File: config.mk
export PLATFORM = sky130hd
export DESIGN_NAME = bgpio_ctrl
export DESIGN_NICKNAME = d
export VERILOG_FILES = /design/src/rtl/bgpio_pkg.sv /design/src/rtl/bgpio_sync.sv /design/src/rtl/bgpio_bank.sv /design/src/rtl/bgpio_ctrl.sv
export SDC_FILE = /design/constraint.sdc
export NUM_CORES = 1
export LEC_CHECK = 0
export ABC_AREA = 1
export BUFFER_PORTS_ARGS = -buffer_cell sky130_fd_sc_hd__buf_2
export CAP_MARGIN = 20
export CORE_UTILIZATION = 40
export DETAILED_ROUTE_END_ITERATION = 12
export GPL_ROUTABILITY_DRIVEN = 1
export HOLD_SLACK_MARGIN = 0.1
export PLACE_DENSITY = 0.67
export SYNTH_ARGS = -nofsm -noshare
export SYNTH_HDL_FRONTEND = slang
export SYNTH_HIERARCHICAL = 1
export SYNTH_SLANG_ARGS = --single-unit
File: constraint.sdc
create_clock -name clk -period 2.3 [get_ports clk]
set_input_delay 0.115 -clock clk [delete_from_list [all_inputs] [get_ports clk]]
set_output_delay 0.115 -clock clk [all_outputs]
set_load 0.1 [all_outputs]
File: src/rtl/bgpio_pkg.sv
package bgpio_pkg;
  localparam int BANKS_DEF  = 4;
  localparam int BANK_W_DEF = 8;
  localparam int WIN_BITS   = 6; // 64-byte window per bank

  localparam logic [WIN_BITS-1:0] OFF_MSTAT = 6'h00;
  localparam logic [WIN_BITS-1:0] OFF_RAW   = 6'h04;
  localparam logic [WIN_BITS-1:0] OFF_MCLR  = 6'h08;
  localparam logic [WIN_BITS-1:0] OFF_MSET  = 6'h0C;
  localparam logic [WIN_BITS-1:0] OFF_DIR   = 6'h10;
  localparam logic [WIN_BITS-1:0] OFF_OUT   = 6'h14;
  localparam logic [WIN_BITS-1:0] OFF_IN    = 6'h18;
  localparam logic [WIN_BITS-1:0] OFF_LVL   = 6'h20;
endpackage

File: src/rtl/bgpio_sync.sv
module bgpio_sync #(
  parameter int W      = 8,
  parameter int STAGES = 2
) (
  input  logic         clk,
  input  logic         rst,
  input  logic [W-1:0] d_i,
  output logic [W-1:0] q_o
);
  logic [W-1:0] stg [STAGES];

  always_ff @(posedge clk) begin
    if (rst) begin
      for (int i = 0; i < STAGES; i++) stg[i] <= '0;
    end else begin
      stg[0] <= d_i;
      for (int i = 1; i < STAGES; i++) stg[i] <= stg[i-1];
    end
  end

  assign q_o = stg[STAGES-1];
endmodule

File: src/rtl/bgpio_bank.sv
module bgpio_bank
  import bgpio_pkg::*;
#(
  parameter int W = BANK_W_DEF
) (
  input  logic                clk,
  input  logic                rst,
  input  logic                we_i,
  input  logic [WIN_BITS-1:0] off_i,
  input  logic [W-1:0]        wdata_i,
  input  logic [WIN_BITS-1:0] roff_i,
  output logic [W-1:0]        rdata_o,
  input  logic [W-1:0]        pad_i,
  output logic [W-1:0]        pad_o,
  output logic [W-1:0]        pad_oe,
  output logic [W-1:0]        masked_o
);
  logic [W-1:0] dir_q, out_q, mask_q, stat_q, lvl_q, prev_q;
  logic [W-1:0] sync_lv, rise, clr, stat_n;

  bgpio_sync #(.W(W), .STAGES(2)) u_sync (
    .clk(clk), .rst(rst), .d_i(pad_i), .q_o(sync_lv)
  );

  assign rise   = sync_lv & ~prev_q & dir_q;
  assign clr    = (we_i && off_i == OFF_RAW) ? wdata_i : '0;
  assign stat_n = (lvl_q & sync_lv & dir_q)
                | (~lvl_q & ((stat_q & ~clr) | rise));

  always_ff @(posedge clk) begin
    if (rst) begin
      dir_q  <= '1;
      out_q  <= '0;
      mask_q <= '1;
      stat_q <= '0;
      lvl_q  <= '0;
      prev_q <= '0;
    end else begin
      prev_q <= sync_lv;
      stat_q <= stat_n;
      if (we_i) begin
        case (off_i)
          OFF_DIR:  dir_q  <= wdata_i;
          OFF_OUT:  out_q  <= wdata_i;
          OFF_LVL:  lvl_q  <= wdata_i;
          OFF_MSET: mask_q <= mask_q | wdata_i;
          OFF_MCLR: mask_q <= mask_q & ~wdata_i;
          default:  ;
        endcase
      end
    end
  end

  assign masked_o = stat_q & ~mask_q;
  assign pad_o    = out_q;
  assign pad_oe   = ~dir_q;

  always_comb begin
    case (roff_i)
      OFF_MSTAT: rdata_o = masked_o;
      OFF_RAW:   rdata_o = stat_q;
      OFF_MCLR:  rdata_o = mask_q;
      OFF_DIR:   rdata_o = dir_q;
      OFF_OUT:   rdata_o = out_q;
      OFF_IN:    rdata_o = sync_lv;
      OFF_LVL:   rdata_o = lvl_q;
      default:   rdata_o = '0;
    endcase
  end

  AST_MASK_SET: assert property (@(posedge clk) disable iff (rst)
    (we_i && off_i == OFF_MSET) |=> ((mask_q & $past(wdata_i)) == $past(wdata_i)));
  AST_MASK_CLR: assert property (@(posedge clk) disable iff (rst)
    (we_i && off_i == OFF_MCLR) |=> ((mask_q & $past(wdata_i)) == '0));
  AST_EDGE_STICKY: assert property (@(posedge clk) disable iff (rst)
    1'b1 |=> ((stat_q & $past(stat_q & ~lvl_q & ~clr)) == $past(stat_q & ~lvl_q & ~clr)));
  AST_EDGE_BEATS_CLR: assert property (@(posedge clk) disable iff (rst)
    1'b1 |=> ((stat_q & $past(rise & ~lvl_q)) == $past(rise & ~lvl_q)));
  AST_FULL_MASK_QUIET: assert property (@(posedge clk) disable iff (rst)
    (&mask_q) |-> (masked_o == '0));
endmodule

File: src/rtl/bgpio_ctrl.sv
module bgpio_ctrl
  import bgpio_pkg::*;
#(
  parameter int NBANKS = BANKS_DEF,
  parameter int BANK_W = BANK_W_DEF,
  parameter int BUS_W  = 32
) (
  input  logic                       clk,
  input  logic                       rst,
  input  logic [WIN_BITS+$clog2(NBANKS)-1:0] bus_addr,
  input  logic                       bus_we,
  input  logic [BUS_W-1:0]           bus_wdata,
  output logic [BUS_W-1:0]           bus_rdata,
  input  logic [NBANKS*BANK_W-1:0]   pad_i,
  output logic [NBANKS*BANK_W-1:0]   pad_o,
  output logic [NBANKS*BANK_W-1:0]   pad_oe,
  output logic                       irq_o
);
  localparam int SEL_W  = $clog2(NBANKS);
  localparam int ADDR_W = WIN_BITS + SEL_W;
  localparam int PINS   = NBANKS * BANK_W;

  logic [SEL_W-1:0]    sel;
  logic [WIN_BITS-1:0] off;
  logic [BANK_W-1:0]   bank_rd [NBANKS];
  logic [PINS-1:0]     masked_all;

  assign sel = bus_addr[ADDR_W-1:WIN_BITS];
  assign off = bus_addr[WIN_BITS-1:0];

  for (genvar b = 0; b < NBANKS; b++) begin : g_bank
    bgpio_bank #(.W(BANK_W)) u_bank (
      .clk      (clk),
      .rst      (rst),
      .we_i     (bus_we && sel == SEL_W'(b)),
      .off_i    (off),
      .wdata_i  (bus_wdata[BANK_W-1:0]),
      .roff_i   (off),
      .rdata_o  (bank_rd[b]),
      .pad_i    (pad_i[b*BANK_W +: BANK_W]),
      .pad_o    (pad_o[b*BANK_W +: BANK_W]),
      .pad_oe   (pad_oe[b*BANK_W +: BANK_W]),
      .masked_o (masked_all[b*BANK_W +: BANK_W])
    );
  end

  always_ff @(posedge clk) begin
    if (rst) begin
      bus_rdata <= '0;
      irq_o     <= 1'b0;
    end else begin
      bus_rdata <= BUS_W'(bank_rd[sel]);
      irq_o     <= |masked_all;
    end
  end

  AST_IRQ_REGISTERED: assert property (@(posedge clk) disable iff (rst)
    1'b1 |=> (irq_o == $past(|masked_all)));
endmodule

==> out/metrics.yaml <==
place:
  final_wtd_congestion: 0.9231
  dp_hpwl_mm: 27.58
  pre_cts_slack_ps: 312.7
  port_buffer_count: 123
global_route:
  antenna_found_initial: 0
  grt_start_max_net_pins: 52
  global_route_wire_length_before_repair_mm: 65.21
  aggregate_global_routing_overflow: 0
  via_count_of_the_first_global_routing_pass: 12120
  track_usage_pct: 23.02
synthesis:
  synth_largest_area_cell: "dfxtp_1"
  synth-async-reset-ratio_pct: 0
  synth_common_cells: "366 x nand2_1, 342 x nor2_1, 265 x dfxtp_1, 237 x inv_1, 212 x nand3_1"
  ys_ff_latch: 265
  most_frequent_cell_after_synthesis: "nand2_1"
  post_synth.cell_area_avg_um2: 6.888
  yosys_most_used_dff: "dfxtp_1"
  synthCells: 1983
  synth-warning-count: 6
  synth_sequential_area_ratio_pct: 38.84
  synth.lib_cells_used.distinct: 29
  synth_area_um2: 13660
  synth_enable_flop_cells: 0
  synth_top_cell_area_share_pct: 38.84
  netlist_top_cells_area: "dfxtp_1 39%, nand2_1 10%, nor2_1 9.4%"
cts:
  postCtsResizedCells: 0
  h_tree_level_count: 1
  cts_post_setup_buffers_inserted: 0
  clkSinkCount: 265
  clock_latency_ps: 550
  tritoncts_clock_tree: "yes"
  cts_root_buf: "clkbuf_16"
  tritoncts.num_buffers: 28
  cts.hold.buffers_added: 39
  cts.clk_slew.worst_paths_ps: 60
  cts_buffer_depth: 3
routing:
  first_pass_iters: 5
  detail_route.wirelength_mm: 40.80
  dr_total_vias: 13280
  detailedRoute.firstIterationViolations: 1208
  drtAntennaViolNets: 0
  avg_vias_per_cell: 5.152
  drcViolationCount: 0
  post_drt_wl_per_cell_um: 15.83
critical_path:
  type_of_origin_of_the_critical_path: "primary input"
  crit_path_max_fanout: 18
  rrSetupSlack_ps: 530
  worstRegToRegCells: 11
  timing.setup.critical_path_class: "primary input to flip-flop"
  cp.arrival_ps: 2390
  cp_common_cell: "nand2_1"
  critical_path.max_stage_delay_ps: 560
  crit_path_cell_trace: "buf_2, buf_4, nor2_4, nand2_2, nor2_1, nor2_1, nand2_1, nand2_1, nand2_1, nand2_1, a31oi_1, dlygate4sd3_1"
  cp-end-kind: "flip-flop"
  timing.critical_path.from: "bus_addr[4]"
  worst_path_max_delay_cell: "dlygate4sd3_1"
  rr_startpoint: "g_bank[3].u_bank/stat_q[3]"
  timing.critical_path.required_ps: 2790
layout:
  finalNetCount: 2183
  final_layout_size_suffix_gt1_share_pct: 14.80
  syn2layout_area_growth_pct: 14.76
  antenna_cells: 0
sta:
  finalClockSkew_ps: 16.48
  hold_violations: 0
  finalSetupViolations: 0
  slew_violations: 0
  maxSlewHeadroom_pct: 46.81
  fmax_mhz: 528.2
  setup_total_negative_slack_ps: 0
  finalCriticalPeriod_ps: 1893
  finalHoldWorstSlack_ps: 179.5
  min_period_over_period_pct: 82.31
  grt_setup_unrepaired: "false"
  finalWorstSetupSlack_ps: 406.8
  tightestPinTransition_ps: 797.0
run:
  max_cap_violations: 0
pwr:
  power.leakage_nw: 7.499
  cellPowerDensity_nw_per_um2: 655.7
  ir_worst_vdd_mv: 0.5620
outcome:
  result_of_the_run: "completed"
hold_path:
  worst_hold_startpoint: "bus_wdata[0]"
  worstHoldPathType: "primary input to flip-flop"
  holdPathStages: 3
die:
  dieHeight_um: 186.8
  io-pin-count: 172
  core_um2: 33530
  row_count: 67
  die_width_um: 186.8
  start_util_pct: 40.74
  die_area_um2: 34890
[final timing paths]
| kind | end |
|---|---|
| max | bus_rdata[3] |
| min | g_bank[0].u_bank/dir_q[0] |
| max reg2reg | bus_rdata[3] |
| min reg2reg | g_bank[0].u_bank/u_sync/stg[0][8] |
[where the power goes]
group          switching, mW  leakage, nW  internal (mW)
sequential            0.0493         2.16           4.69
combinational          0.831         4.92          0.257
clock                   1.92        0.421           2.53
[metrics by stage]
stage	total power [mW]	std cells	util [%]	cell area, µm²
finish	10.28	2577	46.75	15680
global route	10.65	2577	46.75	15680
CTS	10.34	2577	46.75	15680
detailed placement	5.869	2487	42.88	14380
global placement	5.853	2487	42.88	14380
floorplan	5.595	2006	-	13750
[routing by layer]
layer  up-vias  routed length, µm  GRT usage, %
met5         -                  0             0
li1       6587                  -             -
met2       550              18540         37.34
met3        83               3072         3.066
met1      6056              18070         31.60
met4         0               1109         7.251
[cell families (layout without fill, tap and decap cells)]
| kind of cell | count (synthesis) | after routing | share of synthesized area [%] |
|---|---|---|---|
| AO/OA/AOI/OAI | 136 | 136 | 5.643 |
| flip-flops | 265 | 265 | 38.84 |
| buffers and inverters | 377 | 500 | 13.47 |
| other | 1 | 24 | 0.02745 |
| AND/OR/NAND/NOR | 1204 | 1204 | 42.03 |
[cell type report]
class	instances	area, µm²
clock buffers	38	789.5
clock inverters	13	115.1
fillers	3432	17860
inverters	251	954.7
multi-input cells	1364	6609
flip-flops and latches	265	5305
well taps	448	560.5
repair buffers	198	1341
[critical path, delay by kind of cell]
kind,cells,cell delay [ps]
AO/OA/AOI/OAI,1,120
AND/OR/NAND/NOR,8,1030
buffers and inverters,3,1090
[cell usage in the layout, fill, tap and decap left out, drive strengths merged, types with 39 or more instances in the layout]
cell and instances:
nor2 410, nand2 378, dfxtp 265, inv 250, nand3 224, buf 159
nand4 124, nor3 68, o21ai 64, dlygate4sd3 39
No activity file was read; power rests on OpenSTA's default activity.
